### config.mk
export PLATFORM = sky130hd
export DESIGN_NAME = irq_expander_ctrl
export DESIGN_NICKNAME = d
export VERILOG_FILES = /design/src/rtl/irqx_pkg.sv /design/src/rtl/irqx_sync.sv /design/src/rtl/irqx_line_cell.sv /design/src/rtl/irqx_rdmux.sv /design/src/rtl/irq_expander_ctrl.sv
export SDC_FILE = /design/constraint.sdc
export NUM_CORES = 1
export LEC_CHECK = 0
export BUFFER_PORTS_ARGS = -buffer_cell sky130_fd_sc_hd__buf_2
export CAP_MARGIN = 20
export CORE_ASPECT_RATIO = 1.4
export CORE_MARGIN = 2
export CORE_UTILIZATION = 58
export DETAILED_ROUTE_END_ITERATION = 16
export PLACE_DENSITY = 0.84
export SYNTH_ARGS = -nofsm -noshare
export SYNTH_HDL_FRONTEND = slang
export SYNTH_SLANG_ARGS = --single-unit
### constraint.sdc
create_clock -name clk -period 3 [get_ports clk]
set_input_delay 0.3 -clock clk [delete_from_list [all_inputs] [get_ports clk]]
set_output_delay 0.3 -clock clk [all_outputs]
set_load 0.05 [all_outputs]
### src/rtl/irqx_pkg.sv
package irqx_pkg;

  // Register offsets (byte addresses from block base)
  localparam int unsigned OFS_STATUS = 32'h16;
  localparam int unsigned OFS_LIVE   = 32'h18;
  localparam int unsigned OFS_EN_SET = 32'h1A;
  localparam int unsigned OFS_EN_CLR = 32'h1C;

  typedef enum logic [2:0] {
    SEL_NONE,
    SEL_STATUS,
    SEL_LIVE,
    SEL_EN_SET,
    SEL_EN_CLR
  } reg_sel_e;

  function automatic reg_sel_e decode_addr(input int unsigned a);
    case (a)
      OFS_STATUS: return SEL_STATUS;
      OFS_LIVE:   return SEL_LIVE;
      OFS_EN_SET: return SEL_EN_SET;
      OFS_EN_CLR: return SEL_EN_CLR;
      default:    return SEL_NONE;
    endcase
  endfunction

  // Sticky event bit: a live level outranks an acknowledge
  function automatic logic status_bit_next(input logic cur, input logic lvl,
                                           input logic ack);
    return lvl | (cur & ~ack);
  endfunction

  // Mask bit: set and clear arrive from separate addresses
  function automatic logic enable_bit_next(input logic cur, input logic set,
                                           input logic clr);
    return set | (cur & ~clr);
  endfunction

endpackage

### src/rtl/irqx_sync.sv
module irqx_sync #(
  parameter int WIDTH  = 16,
  parameter int STAGES = 2
) (
  input  logic             clk,
  input  logic             rst_n,
  input  logic [WIDTH-1:0] async_in,
  output logic [WIDTH-1:0] sync_out
);
  logic [WIDTH-1:0] chain_q [STAGES];

  always_ff @(posedge clk or negedge rst_n) begin
    if (!rst_n) chain_q[0] <= '0;
    else        chain_q[0] <= async_in;
  end

  for (genvar s = 1; s < STAGES; s++) begin : g_stage
    always_ff @(posedge clk or negedge rst_n) begin
      if (!rst_n) chain_q[s] <= '0;
      else        chain_q[s] <= chain_q[s-1];
    end
  end

  assign sync_out = chain_q[STAGES-1];
endmodule

### src/rtl/irqx_line_cell.sv
module irqx_line_cell
  import irqx_pkg::*;
(
  input  logic clk,
  input  logic rst_n,
  input  logic lvl,
  input  logic ack,
  input  logic en_set,
  input  logic en_clr,
  output logic status,
  output logic enable
);
  always_ff @(posedge clk or negedge rst_n) begin
    if (!rst_n) begin
      status <= 1'b0;
      enable <= 1'b0;
    end else begin
      status <= status_bit_next(status, lvl, ack);
      enable <= enable_bit_next(enable, en_set, en_clr);
    end
  end
endmodule

### src/rtl/irqx_rdmux.sv
module irqx_rdmux
  import irqx_pkg::*;
#(
  parameter int LINES  = 16,
  parameter int DATA_W = 16
) (
  input  reg_sel_e           sel,
  input  logic [LINES-1:0]   status,
  input  logic [LINES-1:0]   live,
  input  logic [LINES-1:0]   enable,
  output logic [DATA_W-1:0]  rdata
);
  always_comb begin
    case (sel)
      SEL_STATUS:             rdata = DATA_W'(status);
      SEL_LIVE:               rdata = DATA_W'(live);
      SEL_EN_SET, SEL_EN_CLR: rdata = DATA_W'(enable);
      default:                rdata = '0;
    endcase
  end
endmodule

### src/rtl/irq_expander_ctrl.sv
module irq_expander_ctrl
  import irqx_pkg::*;
#(
  parameter int NUM_LINES   = 16,
  parameter int DATA_W      = 16,
  parameter int ADDR_W      = 8,
  parameter int SYNC_STAGES = 2
) (
  input  logic                 clk,
  input  logic                 rst_n,
  input  logic [NUM_LINES-1:0] irq_src,
  input  logic [ADDR_W-1:0]    bus_addr,
  input  logic                 bus_we,
  input  logic [DATA_W-1:0]    bus_wdata,
  output logic [DATA_W-1:0]    bus_rdata,
  output logic                 host_irq
);
  localparam int LINES = NUM_LINES;

  reg_sel_e         sel;
  logic [LINES-1:0] sync_lvl;
  logic [LINES-1:0] status_q;
  logic [LINES-1:0] enable_q;
  logic [LINES-1:0] wr_bits;
  logic [LINES-1:0] ack_vec;
  logic [LINES-1:0] set_vec;
  logic [LINES-1:0] clr_vec;
  logic [LINES-1:0] pend_vec;

  assign sel     = decode_addr(32'(bus_addr));
  assign wr_bits = bus_wdata[LINES-1:0];
  assign ack_vec = (bus_we && sel == SEL_STATUS) ? wr_bits : '0;
  assign set_vec = (bus_we && sel == SEL_EN_SET) ? wr_bits : '0;
  assign clr_vec = (bus_we && sel == SEL_EN_CLR) ? wr_bits : '0;

  irqx_sync #(.WIDTH(LINES), .STAGES(SYNC_STAGES)) u_sync (
    .clk      (clk),
    .rst_n    (rst_n),
    .async_in (irq_src),
    .sync_out (sync_lvl)
  );

  for (genvar i = 0; i < LINES; i++) begin : g_line
    irqx_line_cell u_cell (
      .clk    (clk),
      .rst_n  (rst_n),
      .lvl    (sync_lvl[i]),
      .ack    (ack_vec[i]),
      .en_set (set_vec[i]),
      .en_clr (clr_vec[i]),
      .status (status_q[i]),
      .enable (enable_q[i])
    );
  end

  irqx_rdmux #(.LINES(LINES), .DATA_W(DATA_W)) u_rdmux (
    .sel    (sel),
    .status (status_q),
    .live   (sync_lvl),
    .enable (enable_q),
    .rdata  (bus_rdata)
  );

  assign pend_vec = status_q & enable_q;
  assign host_irq = |pend_vec;
endmodule

==> flow_summary.yaml <==
outcome:
  status: "finished, final reports clean"
floorplan:
  die_height_um: 85.3
  io_pins: 60
  initial_core_util_pct: 60.4
  die_x_um: 62.1
  fp.dieArea_mm2: 0.00529
  num_rows: 29
  coreArea_mm2: 0.00454
timing:
  worst-slew-pin-transition_ns: 0.664
  relSlewSlack_pct: 55.6
  worst_slack_ns: 0.762
  fmax_mhz: 447
  fin_crit_ns: 2.24
  grt_setup_unrepaired: "false"
  hold_violations: 0
  finalCritPeriodShare_pct: 74.6
  skew_ns: 0.00882
  finalSetupViolCount: 0
  tns_ns: 0
  final_max_slew_viol_count: 0
critical_path:
  crit_slowest_cell: "nand2_1"
  path_max_fanout: 18
  rr_startpoint: "u_sync.sync_out[10]$_DFF_PN0_"
  ff2ff_path_depth: 2
  rrSetupSlack_ns: 2.03
  cp_num_buf_inv: 3
  cp.arrival_ns: 1.94
  cp_common_cell: "buf_2"
  worstSetupStartpointType: "input pin"
  cp.depth: 6
  critPathCaptureType: "output port"
  crit_path_max_incr_delay_ns: 0.43
  path_cells: "buf_2, nor3b_4, buf_4, nand2_1, o2bb2ai_1, buf_2"
  worst_r2r_endpoint: "g_line[10].u_cell.status$_DFF_PN0_"
  startpoint: "bus_addr[7]"
  setup.worst_path.end: "bus_rdata[15]"
  required_ns: 2.70
  crit_type: "in2out"
  crit_family: "buffers and inverters"
logic_synthesis:
  ys_seq_area_share_pct: 58.5
  synth.avg_cell_area_um2: 12.9
  synthTopCellsByCount: "dfrtp_1, a22o_1, nand4_1"
  syn-instance-count: 212
  synth_seq_cells: 64
  syn_area_mm2: 0.00274
  yosysUniqueCellTypes: 24
  yosysTopAreaCell: "dfrtp_1"
  synth-edff-count: 0
  synth-main-ff-cell: "dfrtp_1"
  synth_top_cell_area_share_pct: 58.5
  yosysMostFrequentCell: "dfrtp_1"
  synthesis.nets: 255
  yosysWarningCount: 0
  synthArstFlopShare_pct: 100
  synth_area_leaders: "dfrtp_1, a22o_1, o32a_1, o2bb2ai_1, a22oi_1"
routing:
  dr.pass1.iters: 5
  num_vias: 2139
  antenna_left: 0
  drtIter0Drc: 143
  routed_wl_um: 6240
  viasPerCell: 6.25
  wl_per_cell_um: 18.2
  drcViolationCount: 0
clock_network:
  ctsResizeCount: 0
  cts_tree: "built"
  clkSinkCount: 64
  postCtsSetupBuffers: 0
  cts-buffers-inserted: 9
  clock_path_buffers: 2
  cts_root_buf: "clkbuf_8"
  htreeDepth: 3
  clkSlewWorstSetupHoldPaths_ns: 0.06
  cts_hold_buf: 1
  clk_latency_ns: 0.34
global_route:
  grt_pass1_vias: 2099
  grt_antenna_before_repair: 0
  grt_use_total_pct: 26.1
  grt_pass1_wl_um: 9850
  grt_max_degree: 27
  overflow: 0
pwr:
  power_density_mw_per_mm2: 530
  total_leakage_power_nw: 1.39
  ir_drop_v: 0.000387
place:
  place.gp.congestion: 0.787
  dp_hpwl_um: 4110
  dp_worst_setup_slack_ns: 0.799
  numPortBuffers: 59
worst_hold_path:
  hp-class: "in2reg"
finish:
  antenna_cells: 0
  fillCellCount: 345
  nNetsFinal: 319
  drive_above_1_share_pct: 29.6
  syn2layout_area_growth_pct: 19.2
run:
  drv_cap: 0
## per-layer routing
layer | wire (um) | track usage, % | part of all wire [%] | vias up
li1 | - | - | - | 966
met1 | 2490 | 35.8 | 40 | 1063
met2 | 3200 | 39.0 | 51 | 99
met3 | 426 | 5.79 | 6.8 | 11
met4 | 119 | 12.6 | 1.9 | 0
met5 | 0 | 0 | 0 | -
## metrics by stage
stage / std cells / power, mW / hold slack, ns / instance area [um^2] / util, %
5_1_grt: 342 / 1.80 / 0.0560 / 3260 / 72.0
3_3_place_gp: 326 / 1.11 / 0.255 / 3090 / 68.1
4_1_cts: 342 / 1.74 / 0.0520 / 3260 / 72.0
2_1_floorplan: 212 / 1.02 / 0.00441 / 2740 / -
3_5_place_dp: 326 / 1.11 / 0.257 / 3090 / 68.1
6_report: 342 / 1.73 / 0.0643 / 3260 / 72.0
## sequential cells by signal, indices dropped and copies added (netlist names)
register              cells
g_line.u_cell.status     16
g_line.u_cell.enable     16
u_sync.sync_out          16
u_sync.chain_q           16
## placed cells by master, fill, tap and decap left out, drive strengths merged, types with 2 or more instances in the layout
cell | netlist | final
a221oi | 4 | 4
buf | 10 | 67
and3 | 2 | 2
o2bb2ai | 16 | 16
a22oi | 16 | 16
a22o | 20 | 20
nand4 | 17 | 17
and2 | 16 | 16
nand2 | 3 | 3
nand2b | 16 | 16
clkbuf | 5 | 15
o32a | 16 | 16
nor3b | 2 | 2
dfrtp | 64 | 64
## kinds of logic after synthesis
family,Yosys count,share of synthesized area [%]
AO/OA/AOI/OAI,72,23.0
XOR/XNOR,1,0.594
buffers and inverters,15,3.20
flip-flops,64,58.5
AND/OR/NAND/NOR,60,14.7
## cell type report
cell class | instances | area, um^2 | area share, %
clock buffers | 15 | 166 | 5.10
multi-input cells | 133 | 1050 | 32.3
flip-flops and latches | 64 | 1600 | 49.1
well taps | 62 | 77.6 | 2.38
repair buffers | 68 | 365 | 11.2
## worst min path at each step
stage,start,endpoint,slack (ns),cells past startpoint
floorplan,rst_n,g_line[0].u_cell.enable$_DFF_PN0_,0.004,0
global placement,rst_n,u_sync.sync_out[8]$_DFF_PN0_,0.25,1
detailed placement,rst_n,u_sync.chain_q[24]$_DFF_PN0_,0.26,1
CTS,irq_src[7],u_sync.chain_q[23]$_DFF_PN0_,0.05,1
global route,irq_src[7],u_sync.chain_q[23]$_DFF_PN0_,0.06,1
finish,irq_src[7],u_sync.chain_q[23]$_DFF_PN0_,0.06,1
## power by group
| part | internal (mW) | switching [mW] | leakage, nW | total [mW] |
|---|---|---|---|---|
| logic | 0.0711 | 0.111 | 0.569 | 0.182 |
| clock network | 0.342 | 0.289 | 0.0838 | 0.631 |
| registers | 0.896 | 0.0206 | 0.734 | 0.917 |
| total | 1.31 | 0.420 | 1.39 | 1.73 |
No activity file was read; power rests on OpenSTA's default activity.
